<file path="src/rtl/tbt_pkg.sv">
// Shared definitions for the timebase interval timer.
// Assumes the interval code is three bits: codes 0..2 use the short tap group,
// and codes 3..7 use the long group.
package tbt_pkg;

    typedef logic [2:0] ivl_code_t;

    localparam int unsigned NUM_CODES = 8;
    localparam int unsigned SHORT_CODES = 3;

    // Bit positions inside the control byte
    localparam int unsigned B_FLAG = 7;
    localparam int unsigned B_EN = 6;
    localparam int unsigned B_CODE_LO = 3;

    // Interval exponent for a given code
    function automatic int unsigned code_exp(input int unsigned code,
                                             input int unsigned short_exp,
                                             input int unsigned long_exp);
        if (code < SHORT_CODES)
            return short_exp + code;
        return long_exp + (code - SHORT_CODES);
    endfunction

endpackage

</file>
<file path="src/rtl/tbt_counter.sv">
// Free-running prescaler counter.
// It clears only on reset and then wraps naturally at 2^CNT_W.
// Assumes CNT_W covers the largest interval exponent.
module tbt_counter #(
    parameter int unsigned CNT_W = 26
) (
    input  logic             clk,
    input  logic             rst_n,
    output logic [CNT_W-1:0] cnt_o
);

    // Advance the count by one every clock
    always_ff @(posedge clk) begin
        if (!rst_n)
            cnt_o <= '0;
        else
            cnt_o <= cnt_o + 1'b1;
    end

endmodule

</file>
<file path="src/rtl/tbt_tap_sel.sv">
// Interval tap selection.
// For each code it flags the clock whose edge wraps the low e bits of the
// counter to zero. It then forwards the flag of the selected code.
// Assumes the largest exponent is no greater than CNT_W.
module tbt_tap_sel
    import tbt_pkg::*;
#(
    parameter int unsigned CNT_W     = 26,
    parameter int unsigned SHORT_EXP = 11,
    parameter int unsigned LONG_EXP  = 22
) (
    input  logic [CNT_W-1:0] cnt_i,
    input  ivl_code_t        code_i,
    output logic             tick_o
);

    logic [NUM_CODES-1:0] wrap_pend;

    // One low-bit mask comparator per code
    for (genvar c = 0; c < NUM_CODES; c++) begin : g_tap
        localparam int unsigned EXP = code_exp(c, SHORT_EXP, LONG_EXP);
        localparam logic [CNT_W-1:0] MASK = {CNT_W{1'b1}} >> (CNT_W - EXP);
        assign wrap_pend[c] = ((cnt_i & MASK) == MASK);
    end

    // Forward the comparator of the selected code
    always_comb begin
        tick_o = wrap_pend[code_i];
    end

endmodule

</file>
<file path="src/rtl/tbt_ctrl_reg.sv">
// Control register: sticky request flag, interrupt enable and interval code.
// Writing 0 to bit 7 clears the flag, and writing 1 there has no effect.
// On the same edge, an interval completion wins over a clear. Bits 2:0 read 0.
module tbt_ctrl_reg
    import tbt_pkg::*;
(
    input  logic       clk,
    input  logic       rst_n,
    input  logic       sel_i,
    input  logic [7:0] wdata_i,
    input  logic       wr_i,
    input  logic       rd_i,
    input  logic       tick_i,
    output logic [7:0] rdata_o,
    output ivl_code_t  code_o,
    output logic       flag_o,
    output logic       en_o,
    output logic       irq_o
);

    logic wr_hit;
    logic clr_req;

    // Decode an addressed write and a clear request
    always_comb begin
        wr_hit  = sel_i && wr_i;
        clr_req = wr_hit && !wdata_i[B_FLAG];
    end

    // Enable and interval code take the written value
    always_ff @(posedge clk) begin
        if (!rst_n) begin
            en_o   <= 1'b0;
            code_o <= '0;
        end else if (wr_hit) begin
            en_o   <= wdata_i[B_EN];
            code_o <= wdata_i[B_CODE_LO +: 3];
        end
    end

    // Sticky flag: set on completion, cleared only by a zero write
    always_ff @(posedge clk) begin
        if (!rst_n)
            flag_o <= 1'b0;
        else if (tick_i)
            flag_o <= 1'b1;
        else if (clr_req)
            flag_o <= 1'b0;
    end

    // Read mux and interrupt gate
    always_comb begin
        rdata_o = (sel_i && rd_i) ? {flag_o, en_o, code_o, 3'b000} : 8'h00;
        irq_o   = flag_o && en_o;
    end

endmodule

</file>
<file path="src/rtl/tbase_irq_timer.sv">
// Top level of the timebase interval timer.
// Connects the counter, the tap selector and the control register.
// Assumes LONG_EXP lies above SHORT_EXP + 2, so the two tap groups stay apart.
module tbase_irq_timer
    import tbt_pkg::*;
#(
    parameter int unsigned SHORT_EXP = 11,
    parameter int unsigned LONG_EXP  = 22
) (
    input  logic       clk,
    input  logic       rst_n,
    input  logic       reg_sel_i,
    input  logic [7:0] reg_wdata_i,
    input  logic       reg_wr_i,
    input  logic       reg_rd_i,
    output logic [7:0] reg_rdata_o,
    output logic       irq_o
);

    localparam int unsigned CNT_W = LONG_EXP + (NUM_CODES - SHORT_CODES) - 1;

    logic [CNT_W-1:0] cnt;
    logic             tick;
    ivl_code_t        code;
    logic             flag;
    logic             en;

    tbt_counter #(.CNT_W(CNT_W)) u_cnt (
        .clk   (clk),
        .rst_n (rst_n),
        .cnt_o (cnt)
    );

    tbt_tap_sel #(
        .CNT_W     (CNT_W),
        .SHORT_EXP (SHORT_EXP),
        .LONG_EXP  (LONG_EXP)
    ) u_tap (
        .cnt_i  (cnt),
        .code_i (code),
        .tick_o (tick)
    );

    tbt_ctrl_reg u_reg (
        .clk     (clk),
        .rst_n   (rst_n),
        .sel_i   (reg_sel_i),
        .wdata_i (reg_wdata_i),
        .wr_i    (reg_wr_i),
        .rd_i    (reg_rd_i),
        .tick_i  (tick),
        .rdata_o (reg_rdata_o),
        .code_o  (code),
        .flag_o  (flag),
        .en_o    (en),
        .irq_o   (irq_o)
    );

endmodule

</file>
<file path="config.mk">
export PLATFORM = sky130hd
export DESIGN_NAME = tbase_irq_timer
export DESIGN_NICKNAME = d
export VERILOG_FILES = /design/src/rtl/tbt_pkg.sv /design/src/rtl/tbt_counter.sv /design/src/rtl/tbt_tap_sel.sv /design/src/rtl/tbt_ctrl_reg.sv /design/src/rtl/tbase_irq_timer.sv
export SDC_FILE = /design/constraint.sdc
export NUM_CORES = 1
export LEC_CHECK = 0
export ABC_AREA = 1
export BUFFER_PORTS_ARGS = -buffer_cell sky130_fd_sc_hd__buf_2
export CORE_UTILIZATION = 50
export CTS_CLUSTER_DIAMETER = 120
export DETAILED_ROUTE_END_ITERATION = 8
export PLACE_DENSITY = 0.73
export SLEW_MARGIN = 20
export SYNTH_ARGS = -nofsm -noshare
export SYNTH_HDL_FRONTEND = slang
export SYNTH_HIERARCHICAL = 1
export SYNTH_SLANG_ARGS = --single-unit
</file>
<file path="constraint.sdc">
create_clock -name clk -period 1.19 [get_ports clk]
set_input_delay 0.238 -clock clk [delete_from_list [all_inputs] [get_ports clk]]
set_output_delay 0.238 -clock clk [all_outputs]
set_load 0.05 [all_outputs]
</file>
# Yosys cells after proc, flatten, opt, wreduce, memory -nomap -nowiden
# Cells that the tools add are included.
# W data, S select, Z words.
word_totals:
  ff_bits: 31
  latchBits: 0
  mem_bits_rw: 0
  romBits: 0
  inputBits: 13
  output_inout_bits: 9
  mem_count: 0
op_classes:
  add_sub_neg: 1
  multipliers: 0
  n_div: 0
  magnitude_cmp: 1
  eq_ne: 8
  shift: 0
  n_mux: 5
  bitwise_logic: 0
  reduce_logical: 6
op_table:
  columns: ["cell", "n"]
  rows:
  - ["$add A26 B1 Y26 const B", 1]
  - ["$eq A26 B26 Y1 const B", 1]
  - ["$eq A25 B25 Y1 const B", 1]
  - ["$eq A24 B24 Y1 const B", 1]
  - ["$eq A23 B23 Y1 const B", 1]
  - ["$eq A22 B22 Y1 const B", 1]
  - ["$eq A13 B13 Y1 const B", 1]
  - ["$eq A12 B12 Y1 const B", 1]
  - ["$eq A11 B11 Y1 const B", 1]
  - ["$mux W8", 1]
  - ["$logic_and A1 B1 Y1", 4]
  - ["$lt A3 B4 Y1 const B", 1]
  - ["$bmux W1 S3", 1]
  - ["$mux W1", 3]
  - ["$reduce_bool A2 Y1", 1]
  - ["$logic_not A1 Y1", 1]

# Logic depth before layout (Yosys ltp)
# Gate-level depths: netlist of the first run.
depth:
  depth_word: 4
  depth_mapped: 10
  ltp_nobuf: 10

# Hierarchy
# Netlist of the first run, hierarchy kept.
modules_own_cells:
  columns: ["module", "instances", "cells_per_inst", "area_per_inst_um2", "seq_area_each_um2"]
  rows:
  - ["tbt_counter", 1, 186, 1378.8, 520.5]
  - ["tbt_ctrl_reg", 1, 37, 246.5, 100.1]
  - ["tbt_tap_sel", 1, 40, 162.7, 0.0]

# Worst setup path before layout of the first run
# No wires, ideal clock.
synth_timing:
  kind: "reg-to-output"
  startpoint: "reg u_reg.code_o[1]"
  endpoint: "out reg_rdata_o[4]"
  arrival_ns: 1.100
  t_required_ns: 0.952
  path_slack_ns: -0.148
  stages_incl_launch_ff: 3
  path_buffers: 0
  cell_sequence: "dfxtp_1 -> inv_1 -> nor2_1"
synth_via:
  elab_chain_len: 1
synth_lines:
  columns: ["element", "line_no", "text"]
  rows:
  - ["from (decl)", "tbt_ctrl_reg.sv:15", "output ivl_code_t code_o,"]
  - ["from (signal assigned)", "tbt_ctrl_reg.sv:37", "code_o <= wdata_i[B_CODE_LO +: 3];"]
  - ["$mux W8", "tbt_ctrl_reg.sv:53", "rdata_o = (sel_i && rd_i) ? {flag_o, en_o, code_o, 3'b000} : 8'h00;"]
  - ["to (decl)", "tbase_irq_timer.sv:16", "output logic [7:0] reg_rdata_o,"]
# Every way passes these cells.

# Final worst setup path of the first run
layout_timing:
  startpoint: "reg u_cnt.cnt_o[0]"
  endpoint: "reg u_cnt.cnt_o[7]"
layout_via:
  elab_chain_len: 1
layout_lines:
  columns: ["element", "line_no", "text"]
  rows:
  - ["from (decl)", "tbt_counter.sv:9", "output logic [CNT_W-1:0] cnt_o"]
  - ["from (signal assigned)", "tbt_counter.sv:17", "cnt_o <= cnt_o + 1'b1;"]
  - ["$add A26 B1 Y26", "tbt_counter.sv:17", null]
# Every way passes these cells.
# A chain may end at the register's enable or synchronous reset.

==> results of run 1 <==
[area by class of cell]
| type | count | area, um^2 | share of cell area, % |
|---|---|---|---|
| clock buffer | 6 | 51.3 | 1.99 |
| clock inverter | 2 | 35.0 | 1.36 |
| inverter | 22 | 85.1 | 3.30 |
| multi-input combinational | 207 | 1230 | 47.7 |
| sequential | 31 | 677 | 26.3 |
| tap | 46 | 57.6 | 2.23 |
| timing repair buffer | 54 | 443 | 17.2 |
[sequential cells by signal (all words and copies together), names as in the netlist]
| signal | cells |
|---|---|
| u_reg/flag_o | 1 |
| u_reg/code_o | 3 |
| u_reg/en_o | 1 |
| u_cnt/cnt_o | 26 |
[layer usage]
layer / share of wire, % / GRT usage (%) / routed length [um]
met1: 45 / 28.7 / 2070
met2: 49 / 41.6 / 2280
met3: 3.3 / 6.00 / 153
met4: 2.1 / 8.89 / 98
met5: 0 / 0 / 0
[repair_timing]
item	in CTS	in global routing
gates resized for setup	54	42
buffers inserted	6	7
pin swaps	14	22
endpoints found under the setup margin	27	28
[logic make-up (layout without fill, tap and decap cells)]
kind of cell	count (synthesis)	count (layout)	share of synthesized area, %
adder cells (fa/ha/maj)	1	1	0.700
flip-flops	31	31	34.7
XOR/XNOR	6	6	2.94
AO/OA/AOI/OAI	26	26	7.77
buffers and inverters	27	84	6.30
other	1	3	0.210
AND/OR/NAND/NOR	171	171	47.4
[Yosys cell counts (3+ instances only)]
master / number
nand2_1: 65
nand2_4: 3
nor2_2: 5
xor2_1: 6
nor2_1: 58
inv_1: 20
nand2_2: 9
buf_4: 3
a21oi_1: 17
o21ai_1: 6
nor2_4: 3
dfxtp_1: 31
nor2_8: 5
nand3_1: 15
[worst max-delay path, stage by stage, from the launching register on]
cell     delay (ps)
dfxtp_4         380
buf_6           100
inv_4            30
nor2_8          190
nand2_8         100
buf_6           130
o21ai_1         180
a21oi_1          70
[path summary, 6_finish.rpt]
path / start / end / slack (ps) / cells past startpoint
setup / recovery: u_cnt/cnt_o[0] / u_cnt/cnt_o[7] / -120 / 7
hold reg to reg: u_cnt/cnt_o[0] / u_cnt/cnt_o[0] / 460 / 1
hold / removal: reg_wdata_i[5] / u_reg/code_o[2] / 170 / 3
setup reg to reg: u_cnt/cnt_o[0] / u_cnt/cnt_o[7] / -120 / 7
[metrics by stage]
step           utilization [%]  instance area (um^2)  total power [mW]  setup TNS [ps]  std cells
6_report                  76.0                  2580              2.14           -1020        368
5_1_grt                   76.0                  2580              2.23           -2810        368
4_1_cts                   70.1                  2380              2.15            -329        361
3_5_place_dp              62.6                  2120              1.26            -844        347
3_3_place_gp              62.6                  2120              1.26            -555        347
2_1_floorplan                -                  1820              1.22            -157        265
[power by group through the flow]
stage          sequential, mW  clock [mW]  combinational, mW
3_3_place_gp             1.10           0              0.156
4_1_cts                  1.07       0.887              0.189
2_1_floorplan            1.10           0              0.122
6_report                 1.06       0.870              0.209
3_5_place_dp             1.10           0              0.159
5_1_grt                  1.07       0.933              0.236
==> out/results.ini, run 1 <==
[cts]
h-tree-depth=2
insertion_delay_ps=330
clk_pin_slew_ps=100
cts_buffers=5
clock-sinks=31
cts_max_path_buffers=2
tritoncts=built
cts_root_buf=clkbuf_4
postCtsHoldBufs=0

[pwr]
swShare_pct=24.4
pwr-share-seq_pct=49.6
p_leak_nw=1.13
power.density_nw_per_um2=830
power_frac_clock_pct=40.7
combPwrFrac_pct=9.8
peakVddDrop_uv=611
internal_power_mw=1.62
netSwitchingPower_mw=0.522

[floorplan]
ios=22
die-area_um2=3820
coreArea_um2=3390
die_y_um=61.8
die_w_um=61.8
start_util_pct=52.8
num_rows=21

[worst_setup_path]
critPathCaptureType=flip-flop
crit_fanout=5
worstPathArrival_ps=1530
crit_type=reg2reg
startpoint_type=flip-flop
cp_data_required_time_ps=1410

[finish]
final_cell_mix=60 x nand2_1, 47 x nor2_1, 32 x buf_4
syn_to_final_growth_pct=44.2
fillers=243
final_common_cell=nand2_1
fin_nets=335
diodes=0
drive_gt1_share_pct=47.2

[outcome]
violations=setup timing
status=complete, but fails checks

[global_routing]
grt_pass1_vias=1543
grtUsageTotal_pct=24.0
grt_overflow=0
grt_antenna_before_repair=0
grt_start_max_net_pins=21
grt_pass1_wl_um=6680

[yosys]
avgSynthCellArea_um2=6.80
synth_cells=263
synth_area_um2=1790
synth_area_leaders=dfxtp_1 35%, nand2_1 14%, nor2_1 12%, nor2_8 5.6%, a21oi_1 4.8%
synth_seq_area_share_pct=34.7
synth_ff_type=dfxtp_1
yosys.area.top_type_share_pct=34.7
async_flop_share_pct=0
ys_ff_latch=31
yosys.area.top_type=dfxtp_1
yosysWarnings=6
ys_types=25
synth_edf_count=0

[timing]
fin_crit_sh_pct=110
min_period_ps=1310
max_freq_mhz=763
final_hold_viol_count=0
setup_viol=23
worst_slack_ps=-121
finClkSkew_ps=7.40
rsz0062_at_grt=true
timing.hold.ws_ps=174
slew_violations=0

[placement]
io_buffers=15
place_hpwl_um=2860
gp_congestion=0.869
post-place-ws_ps=-87.4

[flow_run]
drv_cap=0

[drt]
drt-total-wl_um=4600
vias=1803
drtIter0Drc=99
drc_errors=0
wire_per_inst_um=12.5
viasPerCell=4.90
drt_first_pass_iters=4
ant_nets=0

[worst_hold_path]
hp-class=in2reg

Note: power is estimated with default switching activity, not from simulation.
==> run 2: changes to the inputs <==
PLACE_DENSITY = unset   (was 0.73)
PLACE_DENSITY_LB_ADDON = 0.12   (was unset)
==> out/results.ini, run 2 (synthesis gave the netlist of run 1 again) <==
[drt]
wl_met2_um=2250
drtIter0Drc=111
drc_errors=0
route.met3.wl_um=140
vias=1741
m1WireLength_um=1960
drt_first_pass_iters=5
highest_layer=met4
viasPerCell=4.84
drt-total-wl_um=4390
wire_per_inst_um=12.2
ant_nets=0

[outcome]
violations=setup timing
status=complete, but fails checks

[global_routing]
grt_overflow=0
grt_pass1_wl_um=6810
grtUsageTotal_pct=24.6
grt_pass1_vias=1592
grt_antenna_before_repair=0
grt_start_max_net_pins=21

[placement]
io_buffers=15
place_hpwl_um=2940
gp_congestion=0.820

[floorplan]
coreArea_um2=3390
die-area_um2=3820
start_util_pct=52.8
die_w_um=61.8
num_rows=21
ios=22
die_y_um=61.8

[worst_setup_path]
worstPathArrival_ps=1510
critPathCaptureType=flip-flop
r2r-start=u_cnt/cnt_o[10]
crit_path_frequent_cell=nand2_1
crit_type=reg2reg
path_cells=nand2_1 -> nor2_2 -> nand2_2 -> nor2_8 -> nand3_2 -> nand2_1 -> nor2_1
critPathSlowestCell=dfxtp_4
startpoint_type=flip-flop
critical_path.reg2reg.endpoint=u_cnt/cnt_o[22]
reg2regPathDepth=7
crit_fanout=5
crit_start=u_cnt/cnt_o[10]
r2r_slack_ps=-90
critPathMaxStageDelay_ps=390
crit_end=u_cnt/cnt_o[22]
cp_data_required_time_ps=1420

[pwr]
combPwrFrac_pct=11.0
power_frac_clock_pct=31.8
netSwitchingPower_mw=0.512
peakVddDrop_uv=627
internal_power_mw=1.36
swShare_pct=27.4
power.density_nw_per_um2=769
p_leak_nw=1.09
pwr-share-seq_pct=57.2

[finish]
final_common_cell=nand2_1
final_cell_mix=60 x nand2_1, 48 x nor2_1, 29 x buf_4
diodes=0
drive_gt1_share_pct=42.4
regMostFlops=u_cnt/cnt_o
syn_to_final_growth_pct=36.1
top_regs=u_cnt/cnt_o: 26 flops, u_reg/code_o: 3 flops
largest_reg_flops=26
fin_nets=327

[timing]
slew_violations=0
fin_crit_sh_pct=107
worst_slack_ps=-87.7
min_period_ps=1280
setup_tns_ps=-661
final_hold_viol_count=0
max_freq_mhz=783
rsz0062_at_grt=true
timing.hold.ws_ps=171
finClkSkew_ps=11.8
setup_viol=18

[cts]
clk_pin_slew_ps=100
cts_root_buf=clkbuf_4
h-tree-depth=2
tritoncts=built
insertion_delay_ps=340
cts_buffers=5
cts_max_path_buffers=2
clock-sinks=31

[flow_run]
drv_cap=0

[worst_hold_path]
hp-class=in2reg

[run 2: worst min path at each step]
stage                            to            from  slack, ps  depth (start not counted)
finish              u_reg/code_o[1]  reg_wdata_i[4]        170                          3
global placement         u_reg/en_o      u_reg/en_o        460                          2
detailed placement       u_reg/en_o      u_reg/en_o        460                          2
CTS                 u_reg/code_o[1]  reg_wdata_i[4]        160                          3
global route        u_reg/code_o[1]  reg_wdata_i[4]        160                          3
floorplan              u_reg/flag_o           rst_n        350                          2
[run 2: area by class of cell]
type / instances / area (um^2)
flip-flops and latches: 31 / 662
well taps: 46 / 57.6
inverters: 22 / 82.6
multi-input cells: 207 / 1200
repair buffers: 46 / 377
clock buffers: 7 / 45.0
fillers: 266 / 956
clock inverters: 1 / 5.00
[run 2: stage by stage]
stage	utilization [%]	cells	area [um^2]	total power [mW]	setup slack, ps
2_1_floorplan	-	265	1820	1.22	-78.3
3_3_place_gp	63.2	348	2140	1.27	-60.3
3_5_place_dp	63.2	348	2140	1.27	-91.3
4_1_cts	68.3	360	2320	1.88	-64.8
5_1_grt	71.8	360	2430	1.96	-161
6_report	71.8	360	2430	1.87	-87.7
[run 2: timing repair]
item                       CTS  global route
hold buffers                 0             0
buffers inserted             4             0
setup endpoints to repair   27            28
pin swaps                   15            12
resized for setup           43            34
[run 2: layer usage]
layer,vias to the layer above,track usage (%)
li1,916,-
met1,793,28.7
met3,4,5.80
met2,28,43.9
met4,0,8.89
met5,-,0
[run 2: power by group through the flow]
stage / Clock (mW) / Combinational [mW] / Sequential [mW]
6_report: 0.595 / 0.206 / 1.07
5_1_grt: 0.654 / 0.229 / 1.07
4_1_cts: 0.614 / 0.196 / 1.07
3_5_place_dp: 0 / 0.169 / 1.10
3_3_place_gp: 0 / 0.164 / 1.10
2_1_floorplan: 0 / 0.122 / 1.10
[run 2: critical path, delay by kind of cell, from the launching register on]
kind / cells / cell delay [ps]
AND/OR/NAND/NOR: 7 / 780
flip-flops: 1 / 390
==> run 3: changes to the inputs <==
CTS_BUF_LIST = sky130_fd_sc_hd__clkbuf_16   (was unset)
==> out/results.ini, run 3 (synthesis gave the netlist of run 1 again) <==
[floorplan]
die_y_um=61.8
coreArea_um2=3390
ios=22
die-area_um2=3820
start_util_pct=52.8
die_w_um=61.8
num_rows=21

[global_routing]
grt_pass1_vias=1549
grt_antenna_before_repair=0
grt_pass1_wl_um=6670
grtUsageTotal_pct=24.5
grt_start_max_net_pins=21
grt_overflow=0

[drt]
viasPerCell=4.80
wire_per_inst_um=12.1
ant_nets=0
vias=1729
drt_first_pass_iters=4
drt-total-wl_um=4370
drtIter0Drc=112
drc_errors=0

[worst_setup_path]
cp_data_required_time_ps=1360
r2r-start=u_cnt/cnt_o[1]
r2r_slack_ps=-60
critPathMaxStageDelay_ps=360
path_cells=ha_4 -> nand2_4 -> nor2_8 -> nand2_4 -> nor2_8 -> nand3_2 -> nand2_1 -> nor2_1
critPathSlowestCell=dfxtp_4
startpoint_type=flip-flop
worstPathArrival_ps=1420
reg2regPathDepth=8
crit_fanout=5
critical_path.reg2reg.endpoint=u_cnt/cnt_o[22]
critPathCaptureType=flip-flop
cp_num_buf_inv=0
path_delay_family=simple AND/OR/NAND/NOR gates
crit_type=reg2reg

[finish]
regMostFlops=u_cnt/cnt_o
multi_input_area_um2=1180
layout.cells.non_filler=360
largest_reg_flops=26
syn_to_final_growth_pct=39.1
fillers=256
top_regs=u_cnt/cnt_o: 26 flops, u_reg/code_o: 3 flops
final_common_cell=nand2_1
final_cell_mix=61 x nand2_1, 49 x nor2_1, 28 x buf_4
regArea_um2=659
drive_gt1_share_pct=41.1
fin_nets=327
finish.utilization_pct=73.4
design_area_um2=2490
diodes=0

[timing]
slew_violations=0
fin_crit_sh_pct=105
setup_tns_ps=-246
worst_slack_ps=-64.3
final_hold_viol_count=0
finClkSkew_ps=1.79
max_freq_mhz=797
setup_viol=7
rsz0062_at_grt=true
min_period_ps=1250

[pwr]
power_frac_clock_pct=48.1
peakVddDrop_uv=854
pwr-share-seq_pct=43.5
combPwrFrac_pct=8.5
swShare_pct=23.5
p_leak_nw=1.15
power_mw=2.47
power.density_nw_per_um2=994
internal_power_mw=1.89
netSwitchingPower_mw=0.582

[cts]
tritoncts=built
cts_root_buf=clkbuf_16
insertion_delay_ps=280
cts_max_path_buffers=2
cts_buffers=5
h-tree-depth=2
clock-sinks=31
postCtsHoldBufs=0
clk_pin_slew_ps=50

[outcome]
status=complete, but fails checks
violations=setup timing

[placement]
place_hpwl_um=2940
post_dp_cell_area_um2=2140
gp_congestion=0.820
dp.cells=348
io_buffers=15

[flow_run]
drv_cap=0

[worst_hold_path]
hp-start=reg_wdata_i[5]
hold_end=u_reg/code_o[2]
hp-class=in2reg
hold_depth=3

## run 3: cell types whose count changed in the layout (fill, tap and decap cells not counted), sizes merged
cell / before / now
clkbuf: 7 / 5
inv: 22 / 24
## run 3: cell type report
class	count	share of cell area (%)
well taps	46	2.31
multi-input cells	207	47.3
repair buffers	46	15.0
inverters	22	3.32
clock buffers	5	5.03
flip-flops and latches	31	26.5
clock inverters	3	0.503
## run 3: metal layers
metal	vias to the layer above	GRT usage, %	part of all wire, %
met3	6	7.45	3.3
met4	0	6.67	1.1
met1	778	29.2	46
met2	30	42.7	49
li1	915	-	-
met5	-	0	0
## run 3: how the worst max path moves through the flow
stage | from | end | slack, ps | cells past startpoint
after CTS | u_cnt/cnt_o[1] | u_cnt/cnt_o[18] | -50 | 8
final | u_cnt/cnt_o[1] | u_cnt/cnt_o[22] | -60 | 8
after floorplan | reg_sel_i | reg_rdata_o[6] | -80 | 2
after global routing | u_cnt/cnt_o[1] | u_cnt/cnt_o[24] | -140 | 8
after detailed placement | u_cnt/cnt_o[1] | u_cnt/cnt_o[22] | -90 | 8
after global placement | u_cnt/cnt_o[1] | u_cnt/cnt_o[20] | -60 | 8
## run 3: what timing repair did
item | 4_1_cts | 5_1_grt
pin swaps | 9 | 17
buffers inserted | 2 | 2
setup endpoints to repair | 26 | 27
gates resized for setup | 39 | 27
## run 3: power groups by stage
stage	logic [mW]	clock network, mW	registers [mW]
6_report	0.209	1.19	1.08
5_1_grt	0.229	1.25	1.08
4_1_cts	0.188	1.22	1.08
3_5_place_dp	0.169	0	1.10
3_3_place_gp	0.164	0	1.10
2_1_floorplan	0.122	0	1.10
## run 3: worst min-delay path: cells and delay by family
kind,cells,cell delay [ps]
AO/OA/AOI/OAI,2,160
buffers and inverters,1,70
## run 3: metrics by stage
| stage | hold slack (ps) | setup WS [ps] |
|---|---|---|
| floorplan | 347 | -78.3 |
| global placement | 463 | -60.3 |
| detailed placement | 458 | -91.3 |
| CTS | 230 | -49.1 |
| global route | 254 | -142 |
| finish | 239 | -64.3 |
